--- src/rtl/lbag_pkg.sv ---
package lbag_pkg;
   typedef enum logic {
      MODE_CAL  = 1'b0,
      MODE_SCAN = 1'b1
   } lbag_mode_e;

   localparam logic [1:0] CH_SCRATCH = 2'd3;
endpackage

--- src/rtl/lbag_lp_ctr.sv ---
// Pixel/line pointer; generate picks natural or compared wrap per field.
module lbag_lp_ctr #(
   parameter int unsigned PIX_LEN = 64,
   parameter int unsigned LINES   = 4,
   parameter int unsigned PXW     = 6,
   parameter int unsigned LNW     = 2
) (
   input  logic           clk,
   input  logic           rst_n,
   input  logic           clr,
   input  logic [LNW-1:0] init_line,
   input  logic           step,
   output logic [PXW-1:0] pix,
   output logic [LNW-1:0] line
);
   logic           pix_last;
   logic [PXW-1:0] pix_nx;
   logic [LNW-1:0] line_nx;

   if (PIX_LEN < 2 || PIX_LEN > (1 << PXW)) begin : g_bad_pix
      $error("lbag_lp_ctr: PIX_LEN out of range");
   end
   if (LINES < 1 || LINES > (1 << LNW)) begin : g_bad_line
      $error("lbag_lp_ctr: LINES out of range");
   end

   if (PIX_LEN == (1 << PXW)) begin : g_pix_pow2
      assign pix_last = &pix;
      assign pix_nx   = pix + PXW'(1);
   end else begin : g_pix_cmp
      assign pix_last = (pix == PXW'(PIX_LEN - 1));
      assign pix_nx   = pix_last ? '0 : pix + PXW'(1);
   end

   if (LINES == 1) begin : g_line_one
      assign line_nx = '0;
   end else if (LINES == (1 << LNW)) begin : g_line_pow2
      assign line_nx = line + LNW'(1);
   end else begin : g_line_cmp
      assign line_nx = (line == LNW'(LINES - 1)) ? '0 : line + LNW'(1);
   end

   always_ff @(posedge clk) begin
      if (!rst_n) begin
         pix  <= '0;
         line <= '0;
      end else if (clr) begin
         pix  <= '0;
         line <= init_line;
      end else if (step) begin
         pix <= pix_nx;
         if (pix_last) line <= line_nx;
      end
   end
endmodule

--- src/rtl/lbag_cal_unit.sv ---
// Calibration layout: raster write stream plus column reader.
module lbag_cal_unit #(
   parameter int unsigned PIX_W  = 12,
   parameter int unsigned LINE_W = 8,
   localparam int unsigned AW    = PIX_W + LINE_W
) (
   input  logic              clk,
   input  logic              rst_n,
   input  logic              clr,
   input  logic              wr_step,
   input  logic              rd_step,
   input  logic              col_load,
   input  logic [PIX_W-1:0]  col_pix,
   input  logic [LINE_W-1:0] col_line,
   input  logic              sel_wr,
   output logic [AW-1:0]     addr,
   output logic              at_gap
);
   logic [PIX_W-1:0]  w_pix;
   logic [LINE_W-1:0] w_line;
   logic [PIX_W-1:0]  c_pix;
   logic [LINE_W-1:0] c_line;

   lbag_lp_ctr #(
      .PIX_LEN (1 << PIX_W),
      .LINES   (1 << LINE_W),
      .PXW     (PIX_W),
      .LNW     (LINE_W)
   ) u_wr (
      .clk       (clk),
      .rst_n     (rst_n),
      .clr       (clr),
      .init_line ('0),
      .step      (wr_step),
      .pix       (w_pix),
      .line      (w_line)
   );

   always_ff @(posedge clk) begin
      if (!rst_n || clr) begin
         c_pix  <= '0;
         c_line <= '0;
      end else if (col_load) begin
         c_pix  <= col_pix;
         c_line <= col_line;
      end else if (rd_step) begin
         c_line <= c_line + LINE_W'(1);
      end
   end

   assign addr   = sel_wr ? {w_line, w_pix} : {c_line, c_pix};
   assign at_gap = (w_pix == '0);
endmodule

--- src/rtl/lbag_scan_unit.sv ---
// Scanning layout: scratch line plus three circular colour regions.
module lbag_scan_unit #(
   parameter int unsigned ADDR_W   = 20,
   parameter int unsigned SCAN_LEN = 4096,
   parameter int unsigned DLY_W    = 8
) (
   input  logic                 clk,
   input  logic                 rst_n,
   input  logic                 clr,
   input  logic                 step,
   input  logic                 sel_wr,
   input  logic [1:0]           chan,
   input  logic [3*DLY_W-1:0]   dly,
   output logic [ADDR_W-1:0]    addr,
   output logic                 at_gap
);
   import lbag_pkg::*;

   localparam int unsigned TOT      = 1 << ADDR_W;
   localparam int unsigned SCR_LOCS = TOT / 16;
   localparam int unsigned NLINES   = (SCR_LOCS * 5) / SCAN_LEN;
   localparam int unsigned REG_LOCS = NLINES * SCAN_LEN;
   localparam int unsigned PXW      = $clog2(SCAN_LEN);
   localparam int unsigned LNW      = $clog2(NLINES);

   if (SCAN_LEN < 2 || SCAN_LEN > SCR_LOCS) begin : g_bad_len
      $error("lbag_scan_unit: SCAN_LEN must fit the scratch sixteenth");
   end
   if (NLINES < 2) begin : g_bad_lines
      $error("lbag_scan_unit: colour region holds fewer than two lines");
   end

   logic [PXW-1:0] wpix  [4];
   logic [LNW-1:0] wline [4];
   logic [PXW-1:0] rpix  [4];
   logic [LNW-1:0] rline [4];

   for (genvar c = 0; c < 4; c++) begin : g_ch
      localparam int unsigned C_LINES = (c == 3) ? 1 : NLINES;
      logic [LNW-1:0] rinit;
      logic           hit;

      assign hit = step && (chan == 2'(c));

      if (c == 3) begin : g_scr
         assign rinit = '0;
      end else begin : g_col
         logic [DLY_W-1:0] d;
         assign d     = dly[c*DLY_W +: DLY_W];
         assign rinit = (d == '0) ? '0 : LNW'(NLINES - int'(d));
      end

      lbag_lp_ctr #(.PIX_LEN(SCAN_LEN), .LINES(C_LINES), .PXW(PXW), .LNW(LNW)) u_w (
         .clk(clk), .rst_n(rst_n), .clr(clr), .init_line('0),
         .step(hit && sel_wr), .pix(wpix[c]), .line(wline[c])
      );
      lbag_lp_ctr #(.PIX_LEN(SCAN_LEN), .LINES(C_LINES), .PXW(PXW), .LNW(LNW)) u_r (
         .clk(clk), .rst_n(rst_n), .clr(clr), .init_line(rinit),
         .step(hit && !sel_wr), .pix(rpix[c]), .line(rline[c])
      );
   end

   logic [ADDR_W-1:0] base;
   logic [LNW-1:0]    ln;
   logic [PXW-1:0]    px;

   always_comb begin
      base = (chan == CH_SCRATCH) ? '0
           : ADDR_W'(SCR_LOCS) + ADDR_W'(chan) * ADDR_W'(REG_LOCS);
      ln   = sel_wr ? wline[chan] : rline[chan];
      px   = sel_wr ? wpix[chan]  : rpix[chan];
      addr = base + ADDR_W'(ln) * ADDR_W'(SCAN_LEN) + ADDR_W'(px);
   end

   always_comb begin
      at_gap = 1'b1;
      for (int c = 0; c < 4; c++) begin
         if (wpix[c] != '0 || rpix[c] != '0) at_gap = 1'b0;
      end
   end
endmodule

--- src/rtl/lbag_top.sv ---
module lbag_top #(
   parameter int unsigned ADDR_W   = 20,
   parameter int unsigned PIX_W    = 12,
   parameter int unsigned LINE_W   = 8,
   parameter int unsigned SCAN_LEN = 4096,
   parameter int unsigned DLY_W    = 8
) (
   input  logic                clk,
   input  logic                rst_n,
   input  logic                mode_req,
   output logic                mode_o,
   input  logic                req_stb,
   input  logic                req_wr,
   input  logic [1:0]          req_chan,
   input  logic                col_load,
   input  logic [PIX_W-1:0]    col_pix,
   input  logic [LINE_W-1:0]   col_line,
   input  logic [3*DLY_W-1:0]  dly_cfg,
   output logic                mem_vld,
   output logic                mem_we,
   output logic [ADDR_W-1:0]   mem_addr
);
   import lbag_pkg::*;

   if (ADDR_W != PIX_W + LINE_W) begin : g_bad_split
      $error("lbag_top: ADDR_W must equal PIX_W + LINE_W");
   end
   if (ADDR_W < 8 || ADDR_W > 30) begin : g_bad_aw
      $error("lbag_top: ADDR_W out of range");
   end

   lbag_mode_e        mode_q;
   logic              cal_gap, scan_gap, all_gap;
   logic              is_cal, switch_now, acc;
   logic [ADDR_W-1:0] cal_addr, scan_addr;

   assign is_cal     = (mode_q == MODE_CAL);
   assign all_gap    = is_cal ? cal_gap : scan_gap;
   assign switch_now = (mode_req != mode_q) && all_gap;
   assign acc        = req_stb && !switch_now && !(col_load && is_cal);

   lbag_cal_unit #(.PIX_W(PIX_W), .LINE_W(LINE_W)) u_cal (
      .clk      (clk),
      .rst_n    (rst_n),
      .clr      (switch_now),
      .wr_step  (acc && is_cal && req_wr),
      .rd_step  (acc && is_cal && !req_wr),
      .col_load (col_load && is_cal && !switch_now),
      .col_pix  (col_pix),
      .col_line (col_line),
      .sel_wr   (req_wr),
      .addr     (cal_addr),
      .at_gap   (cal_gap)
   );

   lbag_scan_unit #(.ADDR_W(ADDR_W), .SCAN_LEN(SCAN_LEN), .DLY_W(DLY_W)) u_scan (
      .clk    (clk),
      .rst_n  (rst_n),
      .clr    (switch_now),
      .step   (acc && !is_cal),
      .sel_wr (req_wr),
      .chan   (req_chan),
      .dly    (dly_cfg),
      .addr   (scan_addr),
      .at_gap (scan_gap)
   );

   always_ff @(posedge clk) begin
      if (!rst_n) begin
         mode_q   <= MODE_CAL;
         mem_vld  <= 1'b0;
         mem_we   <= 1'b0;
         mem_addr <= '0;
      end else begin
         if (switch_now) mode_q <= lbag_mode_e'(mode_req);
         mem_vld <= acc;
         if (acc) begin
            mem_we   <= req_wr;
            mem_addr <= is_cal ? cal_addr : scan_addr;
         end
      end
   end

   assign mode_o = mode_q;
endmodule

--- config.mk ---
export PLATFORM = sky130hd
export DESIGN_NAME = lbag_top
export DESIGN_NICKNAME = d
export VERILOG_FILES = /design/src/rtl/lbag_pkg.sv /design/src/rtl/lbag_lp_ctr.sv /design/src/rtl/lbag_cal_unit.sv /design/src/rtl/lbag_scan_unit.sv /design/src/rtl/lbag_top.sv
export SDC_FILE = /design/constraint.sdc
export NUM_CORES = 1
export LEC_CHECK = 0
export BUFFER_PORTS_ARGS = -buffer_cell sky130_fd_sc_hd__buf_4
export CORE_MARGIN = 4
export CORE_UTILIZATION = 55
export CTS_BUF_LIST = sky130_fd_sc_hd__clkbuf_8 sky130_fd_sc_hd__clkbuf_16
export DETAILED_ROUTE_END_ITERATION = 8
export GPL_TIMING_DRIVEN = 0
export PLACE_DENSITY = 0.79
export SLEW_MARGIN = 20
export SYNTH_ARGS = -nofsm -noshare
export SYNTH_HDL_FRONTEND = slang
export SYNTH_SLANG_ARGS = --single-unit
--- constraint.sdc ---
create_clock -name clk -period 9 [get_ports clk]
set_input_delay 1.35 -clock clk [delete_from_list [all_inputs] [get_ports clk]]
set_output_delay 1.35 -clock clk [all_outputs]
set_load 0.02 [all_outputs]
== Word level (Yosys, flattened, before mapping) ==
Cells that the tools add are included.

* $add $sub $neg: 23
* Multipliers: 1
* $lt $le $gt $ge: 1
* Eq/ne operators: 10
* Muxes and demuxes: 42
* Bitwise operators: 3
* Reductions and logical operators: 61

{| class="wikitable"
|+ Operators by type and width
! operator !! number
|-
| 7-bit 2-to-1 mux || 23
|-
| 12-bit by 1-bit adder with 12-bit output (second input constant) || 9
|-
| 12-bit nonzero test || 8
|-
| 12-bit 2-to-1 mux || 5
|-
| 20-bit 2-to-1 mux || 3
|-
| 13-bit AND reduction || 4
|-
| 12-bit binary-select mux with 2-bit select || 2
|-
| 7-bit by 1-bit adder with 7-bit output (second input constant) || 6
|-
| 7-bit equality test (second input constant) || 6
|-
| 12-bit AND reduction || 3
|-
| 7-bit binary-select mux with 2-bit select || 2
|-
| 8-bit logical NOT || 3
|-
| 1-bit logical AND || 21
|-
| 7-bit subtractor (first input constant) || 3
|-
| 17-bit by 20-bit adder with 20-bit output (first input constant) || 1
|-
| 20-bit by 12-bit adder with 20-bit output || 1
|-
| 20-bit by 19-bit adder with 20-bit output || 1
|-
| 8-bit by 1-bit adder with 8-bit output (second input constant) || 2
|-
| 8-bit 2-to-1 mux || 2
|-
| 2-bit nonzero test || 7
|-
| 12-bit logical NOT || 1
|-
| 2-bit AND reduction || 3
|-
| 1-bit logical OR || 5
|-
| 1-bit 2-to-1 mux || 5
|-
| 10 further kinds || 15
|}

* Flip-flop bits (word level): 201
* Output and inout bits: 23
* Logic and storage cells: 163

== Depth between registers and ports, before layout ==
Gate-level depths: netlist (run 1).

* Depth in word-level cells: 16
* Mapped depth: 15

== By module ==
A second synthesis (run 1) with hierarchy kept.

* Cells, all modules: 1392
* Area total of the unflattened synthesis: 12839.8 µm²

{| class="wikitable"
|+ Modules (own cells, without submodules)
! module !! times used !! cells each !! area each (µm²) !! seq. area each (µm²)
|-
| lbag_lp_ctr (u_scan.g_ch[0].u_r ...) || 6 || 111 || 967.2 || 380.4
|-
| lbag_scan_unit || 1 || 201 || 2039.5 || 0.0
|-
| lbag_lp_ctr (u_scan.g_ch[3].u_r ...) || 2 || 81 || 815.8 || 380.4
|-
| lbag_top || 1 || 131 || 1253.7 || 460.4
|-
| lbag_cal_unit || 1 || 117 || 1136.1 || 400.4
|-
| lbag_lp_ctr (u_cal.u_wr) || 1 || 115 || 975.9 || 400.4
|}

== Worst setup path before layout (run 1) ==
Ideal clock, no wire load.

* Path type: input-to-reg
* Start: input port req_chan[1]
* End: register mem_addr[19]
* Setup time: 0.076 ns
* Arrival: 4.051 ns
* Required time: 8.924 ns
* Slack: 4.874 ns
* Stages: 13
* Cells stage by stage: buf_1 clkbuf_1 mux4_2 a21oi_1 inv_1 ha_1 a21o_1 a21oi_1 xnor2_1 nand2_1 o21ai_0 nand2_1 a21boi_0

* Longest elaborated chain between the ends: 8
* Elaborated cells between the ends (all ways): 22
* Classes of those cells: add/sub: 3; mul: 1; eq/ne: 1; mux: 16; bitwise: 1

{| class="wikitable"
|+ Ends and longest elaborated chain
! element !! RTL line !! text
|-
| from (decl) || lbag_top.sv:14 || <nowiki>input logic [1:0] req_chan,</nowiki>
|-
| branches (longest 6 deep; another with 17-bit by 20-bit adder with 20-bit output) || -- ||
|-
| 20-bit by 12-bit adder with 20-bit output * || lbag_scan_unit.sv:72 || <nowiki>addr = base + ADDR_W'(ln) * ADDR_W'(SCAN_LEN) + ADDR_W'(px);</nowiki>
|-
| 20-bit 2-to-1 mux * || lbag_top.sv:79 || <nowiki>mem_addr <= is_cal ? cal_addr : scan_addr;</nowiki>
|-
| to (signal assigned) || lbag_top.sv:79 ||
|-
| to (decl) || lbag_top.sv:21 || <nowiki>output logic [ADDR_W-1:0] mem_addr</nowiki>
|}

Every way passes the cells marked *. The select of a mux whose other input is x is not followed.
A chain may end at the register's enable or synchronous reset.

== Worst setup path in the final report (run 1) ==
* Start: input port req_chan[0]
* End: register u_scan.g_ch[2].u_r.line[6]

* Longest elaborated chain between the ends: 5

{| class="wikitable"
|+ Ends and longest elaborated chain
! element !! RTL line !! text
|-
| 2-bit equality test || lbag_scan_unit.sv:43 || <nowiki>assign hit = step && (chan == 2'(c));</nowiki>
|-
| 1-bit logical AND || lbag_scan_unit.sv:43 ||
|-
| 1-bit logical AND || lbag_scan_unit.sv:59 || <nowiki>.step(hit && !sel_wr), .pix(rpix[c]), .line(rline[c])</nowiki>
|-
| 2-bit nonzero test (no line) || -- ||
|-
| 2-bit AND reduction (no line) || -- ||
|-
| to (signal assigned) || lbag_lp_ctr.sv:49 || <nowiki>line <= init_line;</nowiki>
|-
| to (signal assigned) || lbag_lp_ctr.sv:52 || <nowiki>if (pix_last) line <= line_nx;</nowiki>
|-
| to (decl) || lbag_lp_ctr.sv:14 || <nowiki>output logic [LNW-1:0] line</nowiki>
|}

Every way passes these cells.

==> impl_metrics.yaml, run 1 <==
critical_path:
  cp.arrival_ns: 4.92
  cpPeakStageDelay_ns: 0.50
  path_max_fanout: 11
  crit_chain: "buf_4 -> clkbuf_1 -> buf_1 -> inv_2 -> ha_1 -> nand4b_1 -> nor4_1 -> and3_1 -> buf_2 -> nand4_1 -> nor3b_1 -> o21ai_0 -> a31oi_1"
  end_kind: "flop"
  path_buf_inv: 5
  timing.rr.end: "u_scan.g_ch[3].u_w.pix[4]"
  cp.required_ns: 9.43
  cp_top_family: "simple AND/OR/NAND/NOR gates"
  reg2reg_depth: 10
  start_kind: "primary input"
  ff2ff_setup_slack_ns: 5.75
  crit_slowest_cell: "nor4_1"
  reg2reg_from: "u_cal.u_wr.pix[0]"
  worstSetupPathType: "primary input to flop"
die:
  die-area_um2: 22990
  core_um2: 20230
  rows: 52
  ios: 75
  die_w_um: 151.6
  start_util_pct: 56.08
  fp.dieH_um: 151.6
power_and_ir_drop:
  ir_drop_mv: 0.1295
  p_per_area_nw_per_um2: 166.0
  p_leak_nw: 4.901
timing:
  tightestPinTransition_ns: 1.027
  worst_slack_ns: 4.507
  max_freq_ghz: 0.2226
  min_period_ns: 4.493
  maxSlewViolCount: 0
  finalSetupViolCount: 0
  hold_viol_final: 0
  setup_tns_ns: 0
  fin_crit_sh_pct: 49.92
  fin_skew_ns: 0.01530
  rsz0062_at_grt: "false"
  slew_headroom_pct: 30.58
drt:
  ant_nets: 0
  vias: 10300
  drt_pass1_iterations: 5
  drt-vias-per-instance: 6.158
  drc: 0
  drt-total-wl_um: 33610
  wl_per_cell_um: 20.09
  dr.first_iter.drc_count: 1050
finish:
  diodes: 0
  layout_commonest_cell: "dfxtp_1"
  layoutNonFillerInstCount: 1673
  nets: 1479
  layout_common_cells: "dfxtp_1 (201), nor2_1 (179), nand2_1 (106)"
  fin_util_pct: 64.42
  synthToLayoutAreaGrowth_pct: 14.87
  drive_gt1_share_pct: 14.75
synth:
  synth_edf_count: 0
  synth_area_per_cell_um2: 8.789
  yosys_most_used_dff: "dfxtp_1"
  ys_ff_latch: 201
  syn-instance-count: 1291
  syn_nets: 1381
  ys.warnings.count: 0
  ys_seq_area_share_pct: 35.46
  ys_types: 68
  synth_async_sr_flop_share_pct: 0
  synth_area_um2: 11350
worst_hold_path:
  min_from: "mem_addr[4]"
  whs_endpoint: "mem_addr[4]"
  hold_class: "flop to flop"
  hold_path_depth: 1
cts:
  cts_tree: "done"
  clock_latency_ns: 0.51
  cts_setup_buffers: 0
  cts.sinks: 201
  clk_pin_slew_ns: 0.06
  htree_levels: 1
  cts-root-buf: "clkbuf_16"
  cts_resized: 0
  clk_path_buf_depth: 3
  cts_made_buffers: 22
  hold_buffers: 0
global_route:
  grt.busiest_layer: "met2"
  grt_max_degree: 14
  track_usage_pct: 28.77
  met2_usage_pct: 44.70
  grt_pass1_vias: 9665
  met1_usage_pct: 38.90
  grt_pass1_wl_um: 51630
  use_met3_pct: 5.949
  grt_antenna_before_repair: 0
  grt-ovfl-total: 0
placed_design:
  place_worst_setup_slack_ns: 4.050
  port_buffers: 74
  dp.cells: 1635
  gp_congestion: 1.009
  dp_hpwl_um: 25070
outcome:
  status: "complete, no violations"
flow_run:
  drv_cap: 0
metal layers:
metal	vias up	wire length, µm	share of wire [%]
li1	4802	-	-
met2	507	14950	44
met4	0	1648	4.9
met1	4878	13860	41
met5	-	0	0
met3	115	3150	9.4
synth_stat cells, types with 4 or more instances:
cell	n	area, µm²
buf_1	6	22.52
o21ai_1	4	20.02
clkbuf_1	33	123.9
dfxtp_1	201	4024
and2_1	10	62.56
nor4b_1	4	35.03
inv_1	43	161.4
nor4_1	15	93.84
a21boi_0	4	30.03
xnor2_1	44	385.4
nor2_1	179	671.9
buf_4	8	60.06
nand4_1	48	300.3
mux2i_1	19	190.2
or3b_2	4	35.03
and4_1	14	122.6
o2bb2ai_1	6	52.55
o2bb2ai_2	10	150.1
mux4_2	31	698.2
nand2_1	106	397.9
nor3_1	28	140.1
buf_2	16	80.08
and3_1	37	231.5
o21a_1	8	60.06
nand3b_1	4	30.03
a211oi_1	10	75.07
nor3b_1	9	67.56
mux2_2	11	123.9
buf_6	6	67.56
or4_1	7	52.55
nand3_1	69	345.3
a21o_1	4	30.03
ha_1	37	462.9
xor2_1	92	805.8
nor2b_1	16	100.1
a31oi_1	8	50.05
o21ai_0	34	170.2
a222oi_1	16	160.2
a21oi_1	46	230.2
logic make-up after synthesis:
logic type | Yosys count | synth area share (%)
adder cells (fa/ha/maj) | 38 | 4.256
flip-flops | 201 | 35.46
buffers and inverters | 113 | 4.576
AO/OA/AOI/OAI | 174 | 10.95
XOR/XNOR | 136 | 10.50
AND/OR/NAND/NOR | 568 | 25.34
multiplexers | 61 | 8.920
state kept, by name (all words and copies together) (netlist names):
register	cells
u_cal.c_pix	12
u_cal.u_wr.line	8
u_cal.c_line	8
u_scan.g_ch.u_w.pix	48
u_scan.g_ch.u_r.line	21
mem_vld	1
mem_addr	20
mode_o	1
u_cal.u_wr.pix	12
u_scan.g_ch.u_w.line	21
u_scan.g_ch.u_r.pix	48
mem_we	1
final cells by class:
type | instances | area (µm²)
fillers | 1669 | 7199
flip-flops and latches | 201 | 4024
repair buffers | 74 | 555.5
plain buffers | 69 | 354.1
well taps | 270 | 337.8
clock inverters | 13 | 191.4
multi-input cells | 977 | 6804
clock buffers | 25 | 603.1
inverters | 44 | 165.2
how the worst max path moves through the flow:
stage                           start                         end  slack [ns]  cells past startpoint
after floorplan           req_chan[1]                mem_addr[19]        4.87                     13
after global placement    req_chan[1]                mem_addr[19]        4.14                     14
after detailed placement  req_chan[0]  u_scan.g_ch[2].u_r.line[6]        4.05                     13
after CTS                 req_chan[0]  u_scan.g_ch[2].u_r.line[6]        4.57                     13
after global routing      req_chan[0]  u_scan.g_ch[2].u_r.line[6]        4.17                     13
final                     req_chan[0]  u_scan.g_ch[2].u_r.line[6]        4.51                     13
per-stage QoR:
step                      power [mW]  hold slack [ns]  cell area [µm²]
after floorplan                1.092           0.4357            11350
after global placement         1.181           0.4465            12240
after detailed placement       1.185           0.4494            12240
after CTS                      2.168           0.4593            13040
after global routing           2.230           0.4774            13040
final                          2.164           0.4637            13040
where the power goes:
group / internal [mW] / switching (mW)
combinational: 0.0890 / 0.150
sequential: 0.909 / 0.0237
clock: 0.622 / 0.370
total: 1.62 / 0.544
Power figures use the tool's default switching activity.
==> inputs of run 2 (changes only) <==
--- a/config.mk
+++ b/config.mk
@@ -11,7 +11,7 @@
 export CTS_BUF_LIST = sky130_fd_sc_hd__clkbuf_8 sky130_fd_sc_hd__clkbuf_16
 export DETAILED_ROUTE_END_ITERATION = 8
 export GPL_TIMING_DRIVEN = 0
-export PLACE_DENSITY = 0.79
+export PLACE_DENSITY = 0.82
 export SLEW_MARGIN = 20
 export SYNTH_ARGS = -nofsm -noshare
 export SYNTH_HDL_FRONTEND = slang
==> constraint.sdc (replaced) <==
create_clock -name clk -period 3.75 [get_ports clk]
set_input_delay 0.5625 -clock clk [delete_from_list [all_inputs] [get_ports clk]]
set_output_delay 0.5625 -clock clk [all_outputs]
set_load 0.02 [all_outputs]
==> impl_metrics.yaml, run 2 (synthesis results as in run 1) <==
placed_design:
  port_buffers: 74
  dp_hpwl_um: 25470
  place_worst_setup_slack_ns: -0.3948
  gp_congestion: 1.033
drt:
  wl_per_cell_um: 20.30
  drt-vias-per-instance: 6.271
  drc: 0
  vias: 10490
  drt-total-wl_um: 33960
  drt_pass1_iterations: 6
  ant_nets: 0
  dr.first_iter.drc_count: 1325
critical_path:
  crit_chain: "buf_4 -> clkbuf_1 -> clkbuf_2 -> inv_2 -> ha_1 -> nand4b_1 -> nor4_2 -> and3_1 -> buf_2 -> nand4_1 -> nor3b_1 -> o21ai_0 -> a31oi_1"
  reg2reg_depth: 9
  end_kind: "flop"
  cp.arrival_ns: 3.91
  path_max_fanout: 11
  cpPeakStageDelay_ns: 0.41
  worstSetupPathType: "primary input to flop"
  crit_slowest_cell: "ha_1"
  timing.rr.end: "u_scan.g_ch[2].u_w.pix[11]"
  ff2ff_setup_slack_ns: 0.37
  reg2reg_from: "u_scan.g_ch[2].u_w.pix[4]"
  setup.worst_path.start: "req_chan[0]"
  cp_top_family: "simple AND/OR/NAND/NOR gates"
  path_buf_inv: 5
  cp.required_ns: 4.19
  start_kind: "primary input"
die:
  rows: 52
  die-area_um2: 22990
  fp.dieH_um: 151.6
  ios: 75
  core_um2: 20230
  start_util_pct: 56.08
  die_w_um: 151.6
cts:
  clk_pin_slew_ns: 0.07
  cts_made_buffers: 22
  clk_path_buf_depth: 3
  clock_latency_ns: 0.51
  cts.sinks: 201
  cts-root-buf: "clkbuf_16"
  cts_tree: "done"
  cts_setup_buffers: 0
  htree_levels: 1
  hold_buffers: 0
timing:
  fin_skew_ns: 0.01149
  slew_headroom_pct: 30.39
  rsz0062_at_grt: "false"
  finalSetupViolCount: 0
  hold_slack_ns: 0.3096
  tightestPinTransition_ns: 1.030
  min_period_ns: 3.470
  hold_viol_final: 0
  maxSlewViolCount: 0
  worst_slack_ns: 0.2799
  max_freq_ghz: 0.2882
  fin_crit_sh_pct: 92.54
finish:
  layout_common_cells: "dfxtp_1 (201), nor2_1 (179), nand2_1 (106)"
  fin_util_pct: 64.10
  synthToLayoutAreaGrowth_pct: 14.31
  nets: 1479
  layout_commonest_cell: "dfxtp_1"
  seq_area_um2: 4024
  top_regs: "u_scan.g_ch.u_r.pix: 48 flops, u_scan.g_ch.u_w.pix: 48 flops"
  fill_cells: 1674
  multi_input_area_um2: 6819
  drive_gt1_share_pct: 15.04
  diodes: 0
power_and_ir_drop:
  ir_drop_mv: 0.3348
  p_leak_nw: 4.884
  power_mw: 4.973
  p_per_area_nw_per_um2: 383.4
global_route:
  grt_antenna_before_repair: 0
  grt_pass1_vias: 9932
  grt_pass1_wl_um: 52820
  grt_max_degree: 15
  grt-ovfl-total: 0
  track_usage_pct: 29.34
outcome:
  status: "complete, no violations"
worst_hold_path:
  hold_path_depth: 3
  whs_endpoint: "u_cal.c_pix[8]"
  min_from: "col_pix[8]"
  hold_class: "primary input to flop"
flow_run:
  drv_cap: 0
## run 2: cell types whose count changed in the layout (fill, tap and decap cells not counted), sizes merged
cell	previous run	this run
clkinv	2	6
bufinv	5	2
clkinvlp	1	2
buf	110	109
inv	49	48
## run 2: per-stage QoR
stage	std cells	setup TNS (ns)	instance area, µm²
2_1_floorplan	1291	0	11350
3_3_place_gp	1635	-3.913	12240
3_5_place_dp	1635	-5.080	12240
4_1_cts	1673	0	12950
5_1_grt	1673	0	12970
6_report	1673	0	12970
## run 2: power breakdown
part           internal (mW)  total (mW)  switching, mW
clock                   1.27        2.16          0.891
sequential              2.18        2.24         0.0565
combinational          0.214       0.578          0.364
## run 2: worst reg2reg max path, cell delays in order (launching register included)
cell and delay, ns:
dfxtp_1 0.39, nor4_1 0.68, nand4_1 0.24, nor4_2 0.48
a21oi_2 0.33, nand2_1 0.31, buf_4 0.27, buf_6 0.21
buf_4 0.27, nor2_1 0.08
## run 2: timing repair
| action | in CTS | in global routing |
|---|---|---|
| endpoints found under the hold margin | 0 | 0 |
| gates resized for setup | 0 | 6 |
| setup endpoints to repair | 0 | 10 |
## run 2: worst max-delay path by stage
stage	end	slack (ns)	cells after the start
floorplan	mem_addr[19]	0.41	13
global placement	u_scan.g_ch[2].u_r.line[6]	-0.33	13
detailed placement	u_scan.g_ch[2].u_r.line[6]	-0.39	13
CTS	u_scan.g_ch[0].u_w.line[6]	0.10	13
global route	mem_addr[19]	0.06	16
finish	u_scan.g_ch[2].u_r.line[6]	0.28	13
## run 2: layout make-up
type                            count  share of cell area (%)
Sequential cell                   201                   31.02
Multi-Input combinational cell    977                   52.57
Inverter                           44                   1.273
Buffer                             69                   2.749
Timing Repair Buffer               74                   4.283
Clock inverter                     14                  0.9550
Clock buffer                       24                   4.543
Tap cell                          270                   2.604
## run 2: metal layers
layer	track usage, %	up-vias	part of all wire (%)
met5	0	-	0
met4	12.85	0	4.8
met3	7.020	123	10
met2	46.88	569	46
met1	37.94	4994	39
li1	-	4805	-
